$ cat src/rtl/fir6_pkg.sv
package fir6_pkg;
  localparam int NUM_TAPS  = 6;
  localparam int NUM_PAIRS = NUM_TAPS / 2;
  localparam int HIST_LEN  = NUM_TAPS - 1;

  // pre-add adds one bit, the three-product sum adds two more
  function automatic int fir6_out_width(input int data_w, input int coef_w);
    return data_w + coef_w + 3;
  endfunction
endpackage

$ cat src/rtl/fir6_sm2tc.sv
module fir6_sm2tc #(
  parameter int DATA_W = 8
) (
  input  logic [DATA_W-1:0] sm_in,
  output logic [DATA_W-1:0] tc_out
);
  logic [DATA_W-1:0] mag_ext;

  always_comb begin
    mag_ext = {1'b0, sm_in[DATA_W-2:0]};
    // negative zero maps onto zero because -0 == 0 in two's complement
    tc_out  = sm_in[DATA_W-1] ? (~mag_ext + 1'b1) : mag_ext;
  end
endmodule

$ cat src/rtl/fir6_tapline.sv
module fir6_tapline #(
  parameter int DATA_W = 8,
  parameter int DEPTH  = 5
) (
  input  logic                         clk,
  input  logic                         rst,
  input  logic                         adv,
  input  logic [DATA_W-1:0]            din,
  output logic [DEPTH-1:0][DATA_W-1:0] taps
);
  logic [DEPTH-1:0][DATA_W-1:0] stage_q;

  always_ff @(posedge clk) begin
    if (rst) stage_q[0] <= '0;
    else if (adv) stage_q[0] <= din;
  end

  for (genvar g = 1; g < DEPTH; g++) begin : g_stage
    always_ff @(posedge clk) begin
      if (rst) stage_q[g] <= '0;
      else if (adv) stage_q[g] <= stage_q[g-1];
    end
  end

  assign taps = stage_q;
endmodule

$ cat src/rtl/fir6_preadd.sv
module fir6_preadd #(
  parameter int DATA_W = 8
) (
  input  logic [DATA_W-1:0] a,
  input  logic [DATA_W-1:0] b,
  output logic [DATA_W:0]   sum
);
  always_comb begin
    sum = {a[DATA_W-1], a} + {b[DATA_W-1], b};
  end
endmodule

$ cat src/rtl/fir6_cmac.sv
module fir6_cmac #(
  parameter int                        PAIR_W = 9,
  parameter int                        COEF_W = 8,
  parameter int                        OUT_W  = 19,
  parameter int                        NPAIR  = 3,
  parameter logic [NPAIR*COEF_W-1:0]   COEFS  = '0
) (
  input  logic [NPAIR-1:0][PAIR_W-1:0] pair_sum,
  output logic [OUT_W-1:0]             total
);
  logic [NPAIR-1:0][OUT_W-1:0] prod;

  for (genvar k = 0; k < NPAIR; k++) begin : g_mul
    localparam logic [COEF_W-1:0] CK = COEFS[k*COEF_W +: COEF_W];
    logic signed [OUT_W-1:0] p_ext;
    logic signed [OUT_W-1:0] c_ext;
    always_comb begin
      p_ext   = {{(OUT_W-PAIR_W){pair_sum[k][PAIR_W-1]}}, pair_sum[k]};
      c_ext   = {{(OUT_W-COEF_W){CK[COEF_W-1]}}, CK};
      prod[k] = p_ext * c_ext;
    end
  end

  always_comb begin
    total = '0;
    for (int k = 0; k < NPAIR; k++) total = total + prod[k];
  end
endmodule

$ cat src/rtl/sym_fir6.sv
module sym_fir6 #(
  parameter int                 DATA_W = 8,
  parameter int                 COEF_W = 8,
  parameter logic signed [7:0]  C0     = 8'sd3,
  parameter logic signed [7:0]  C1     = -8'sd5,
  parameter logic signed [7:0]  C2     = 8'sd20,
  localparam int                OUT_W  = fir6_pkg::fir6_out_width(DATA_W, COEF_W)
) (
  input  logic              clk,
  input  logic              rst,
  input  logic              in_valid,
  input  logic [DATA_W-1:0] in_data,
  output logic              out_valid,
  output logic [OUT_W-1:0]  out_data
);
  import fir6_pkg::*;

  localparam int PAIR_W = DATA_W + 1;
  localparam logic [COEF_W-1:0] CW0 = COEF_W'(C0);
  localparam logic [COEF_W-1:0] CW1 = COEF_W'(C1);
  localparam logic [COEF_W-1:0] CW2 = COEF_W'(C2);
  localparam logic [NUM_PAIRS*COEF_W-1:0] COEF_VEC = {CW2, CW1, CW0};

  logic [DATA_W-1:0]                    cur_tc;
  logic [HIST_LEN-1:0][DATA_W-1:0]      hist;
  logic [NUM_TAPS-1:0][DATA_W-1:0]      all_taps;
  logic [NUM_PAIRS-1:0][PAIR_W-1:0]     pair_sum;
  logic [OUT_W-1:0]                     total;

  fir6_sm2tc #(.DATA_W(DATA_W)) u_conv (
    .sm_in  (in_data),
    .tc_out (cur_tc)
  );

  fir6_tapline #(.DATA_W(DATA_W), .DEPTH(HIST_LEN)) u_line (
    .clk  (clk),
    .rst  (rst),
    .adv  (in_valid),
    .din  (cur_tc),
    .taps (hist)
  );

  always_comb begin
    all_taps[0] = cur_tc;
    for (int i = 1; i < NUM_TAPS; i++) all_taps[i] = hist[i-1];
  end

  // mirrored taps k and NUM_TAPS-1-k share a weight
  for (genvar k = 0; k < NUM_PAIRS; k++) begin : g_pair
    fir6_preadd #(.DATA_W(DATA_W)) u_add (
      .a   (all_taps[k]),
      .b   (all_taps[NUM_TAPS-1-k]),
      .sum (pair_sum[k])
    );
  end

  fir6_cmac #(
    .PAIR_W (PAIR_W),
    .COEF_W (COEF_W),
    .OUT_W  (OUT_W),
    .NPAIR  (NUM_PAIRS),
    .COEFS  (COEF_VEC)
  ) u_mac (
    .pair_sum (pair_sum),
    .total    (total)
  );

  always_ff @(posedge clk) begin
    if (rst) begin
      out_valid <= 1'b0;
      out_data  <= '0;
    end else begin
      out_valid <= in_valid;
      if (in_valid) out_data <= total;
    end
  end
endmodule

$ cat config.mk
export PLATFORM = sky130hd
export DESIGN_NAME = sym_fir6
export DESIGN_NICKNAME = d
export VERILOG_FILES = /design/src/rtl/fir6_pkg.sv /design/src/rtl/fir6_sm2tc.sv /design/src/rtl/fir6_tapline.sv /design/src/rtl/fir6_preadd.sv /design/src/rtl/fir6_cmac.sv /design/src/rtl/sym_fir6.sv
export SDC_FILE = /design/constraint.sdc
export NUM_CORES = 1
export LEC_CHECK = 0
export CAP_MARGIN = 15
export CORE_MARGIN = 2
export CORE_UTILIZATION = 60
export DETAILED_ROUTE_END_ITERATION = 6
export HOLD_SLACK_MARGIN = 0.08
export PLACE_DENSITY = 0.77
export SKIP_LAST_GASP = 1
export SLEW_MARGIN = 20
export SYNTH_ARGS = -nofsm -noshare
export SYNTH_HDL_FRONTEND = slang
export SYNTH_SLANG_ARGS = --single-unit
$ cat constraint.sdc
create_clock -name clk -period 15 [get_ports clk]
set_input_delay 3 -clock clk [delete_from_list [all_inputs] [get_ports clk]]
set_output_delay 3 -clock clk [all_outputs]
set_load 0.03 [all_outputs]
==> out/metrics.cfg <==
[placed_design]
numPortBuffers=30
hpwl_um=9825
place_congestion=0.9749

[sta]
hold_viol_final=0
timing.fmax_mhz=116.2
timing.final.crit_share=0.5739
tightest_slew_ns=1.072
drv_slew=0
rsz0062_at_grt=no
hold_slack_ns=0.4515
min_period_ns=8.609
setup_violations=0
finalSetupTns_ns=0
relSlewSlack=0.2852
clock_skew_ns=0.006478

[global_route]
grt_pass1_wl_um=20600
overflow=0
grt_max_degree=62
grt_pass1_vias=4625
track_usage=0.2473
antenna_found_initial=0

[pwr]
irDropWorstVdd_v=0.0001054
p_per_area_nw_per_um2=171.3
leakage_uw=0.003197

[clocking]
clock_path_buffers=2
clock-sinks=60
cts-root-buf=clkbuf_8
clk_latency_ns=0.36
h-tree-depth=3
cts.clk_slew.worst_paths_ns=0.07
cts-resized-gates=0
cts-hold-fix-buffers=0
numCtsBuffers=9
cts_tree=built
post_cts_buffers=0

[logic_synthesis]
synth_edf_count=0
syn_inst=670
synth_cell_type_count=52
synth_nets=803
synth-seq-area-share=0.2043
ys_seq_elements=60
postSynthAreaPerCell_sq_um=8.775
yosys_warnings=0
async_flop_share=0
synth_area_sq_um=5879
synthFlopType=dfxtp_1

[final_layout]
n_fill_cell=840
layout.area.seq_sq_um=1201
final_nets=830
drive_above_1_share=0.04274
areaGrowthSynthToFinish_pct=10.56
multi_input_area_sq_um=4422
fin_util=0.6743
num_antenna_cells=0

[setup_path]
crit_required_ns=15.28
path_max_fanout=7
end_kind=flop
rr_worst_depth=25
r2r_end=out_data[17]
crit_path_start_kind=primary input
path_class=in -> reg
regToRegSetupSlack_ns=8.59
crit_arrival_ns=8.89
timing.rr.start=u_line.taps[24]

[min_path]
min_path_type=reg -> reg
min_from=out_data[12]
hold_end=out_data[12]
worstHoldPathCells=2

[drt]
num_vias=4775
wl_per_cell_um=14.67
wl_um=12250
vias_per_cell=5.719
drtIter0Drc=124
ant_nets=0
remaining_drc_errors=0
drtPass1Iterations=4

[floorplanning]
core_area_sq_um=9639
num_io_pins=31
start_util=0.6099
dieArea_sq_um=10610
rows=36
die_h_um=103.0
dieWidth_um=103.0

[job]
maxCapViolations=0

[status]
status=complete, no violations

-- power breakdown --
part | total (uW) | internal, uW | switching (uW)
registers | 190 | 180 | 9.80
logic | 758 | 312 | 446
clock network | 166 | 97.9 | 68.0
total | 1110 | 590 | 523
-- state kept, by name (all words and copies together), names as in the netlist --
signal       count
out_data        19
u_line.taps     40
out_valid        1
-- area by class of cell --
class | count | share of cell area
clock buffers | 12 | 0.02233
multi-input cells | 543 | 0.6803
inverters | 52 | 0.03003
repair buffers | 31 | 0.04581
clock inverters | 4 | 0.01116
flip-flops and latches | 60 | 0.1848
well taps | 133 | 0.02560
-- critical path: stages --
cell and delay, ns:
clkdlybuf4s50_1 0.55, inv_1 0.06, ha_1 0.28, nand2_1 0.06, o21ai_0 0.20, ha_1 0.36, a21oi_1 0.22, o21bai_1 0.12
xor2_1 0.17, ha_1 0.33, ha_1 0.30, a21oi_1 0.20, o21ai_0 0.14, a21oi_1 0.28, nand2_1 0.13, o211ai_1 0.17
xor2_1 0.49, fa_1 0.48, inv_1 0.07, ha_1 0.30, nand4_1 0.18, nor3_1 0.09, nor3_1 0.23, mux2_2 0.36
o22ai_1 0.12
-- through the flow --
step / area [sq um] / total power (uW) / worst slack (ns) / instances
3_3_place_gp: 6282 / 918.0 / 6.273 / 819
4_1_cts: 6500 / 1113 / 6.430 / 835
2_1_floorplan: 5879 / 774.7 / 7.173 / 670
3_5_place_dp: 6282 / 935.0 / 6.085 / 819
6_report: 6500 / 1113 / 6.391 / 835
5_1_grt: 6500 / 1218 / 5.885 / 835
-- cell families after synthesis --
kind of cell               after synthesis  synth area share
DFF                                     60            0.2043
buffers and inverters                   67           0.04363
xor gates and xnor gates                65           0.09938
AOI/OAI and AO/OA                      135            0.1530
muxes                                   48           0.08193
and+or+nand+nor                        173            0.1300
adders and majority gates              122            0.2877
-- synth_stat cells, types with 7 or more instances --
master / instances / area, sq um
ha_1: 100 / 1251
nor2_1: 86 / 322.8
dfxtp_1: 60 / 1201
inv_1: 52 / 195.2
mux2i_1: 47 / 470.5
a21oi_1: 37 / 185.2
xnor2_1: 37 / 324.1
nand2_1: 34 / 127.6
xor2_1: 26 / 227.7
o21ai_0: 25 / 125.1
fa_1: 22 / 440.4
a21o_1: 18 / 135.1
nor3_1: 13 / 65.06
clkbuf_1: 9 / 33.78
a211oi_1: 8 / 60.06
o21a_1: 8 / 60.06
nand2b_1: 7 / 43.79
nand3_1: 7 / 35.03
nor2b_1: 7 / 43.79
-- worst max-delay path by stage --
stage                          start            to  slack [ns]  depth (start not counted)
final                     in_data[0]  out_data[14]        6.39                         25
after global placement    in_data[0]  out_data[17]        6.27                         26
after floorplan           in_data[0]  out_data[17]        7.17                         25
after global routing      in_data[0]  out_data[17]        5.89                         27
after CTS                 in_data[0]  out_data[17]        6.43                         26
after detailed placement  in_data[0]  out_data[17]        6.09                         26
-- layout by cell type (no fill, tap or decap), types with 4 or more instances in the layout --
| master | instances |
|---|---|
| mux2i_1 | 47 |
| xnor2_1 | 37 |
| nand2_1 | 34 |
| clkdlybuf4s50_1 | 28 |
| or3_1 | 4 |
| nor3_1 | 13 |
| o21bai_1 | 4 |
| nand4_1 | 4 |
| o211ai_1 | 4 |
| nor2_1 | 86 |
| dfxtp_1 | 60 |
| inv_1 | 52 |
| xor2_1 | 26 |
| o21ai_0 | 25 |
| a21o_1 | 18 |
| nand3_1 | 7 |
| o31ai_1 | 4 |
| o22ai_1 | 4 |
| nand2b_1 | 7 |
| a211oi_1 | 8 |
| nor2b_1 | 7 |
| a21oi_1 | 37 |
| fa_1 | 22 |
| o21a_1 | 8 |
| clkbuf_8 | 10 |
| ha_1 | 100 |
-- routing by layer --
metal | up-vias | track usage | wire length (um)
li1 | 2398 | - | -
met1 | 2238 | 0.2920 | 5433
met2 | 99 | 0.4286 | 5991
met3 | 40 | 0.05288 | 380
met4 | 0 | 0.1144 | 448
met5 | - | 0 | 0
(Power assumes the default switching activity.)
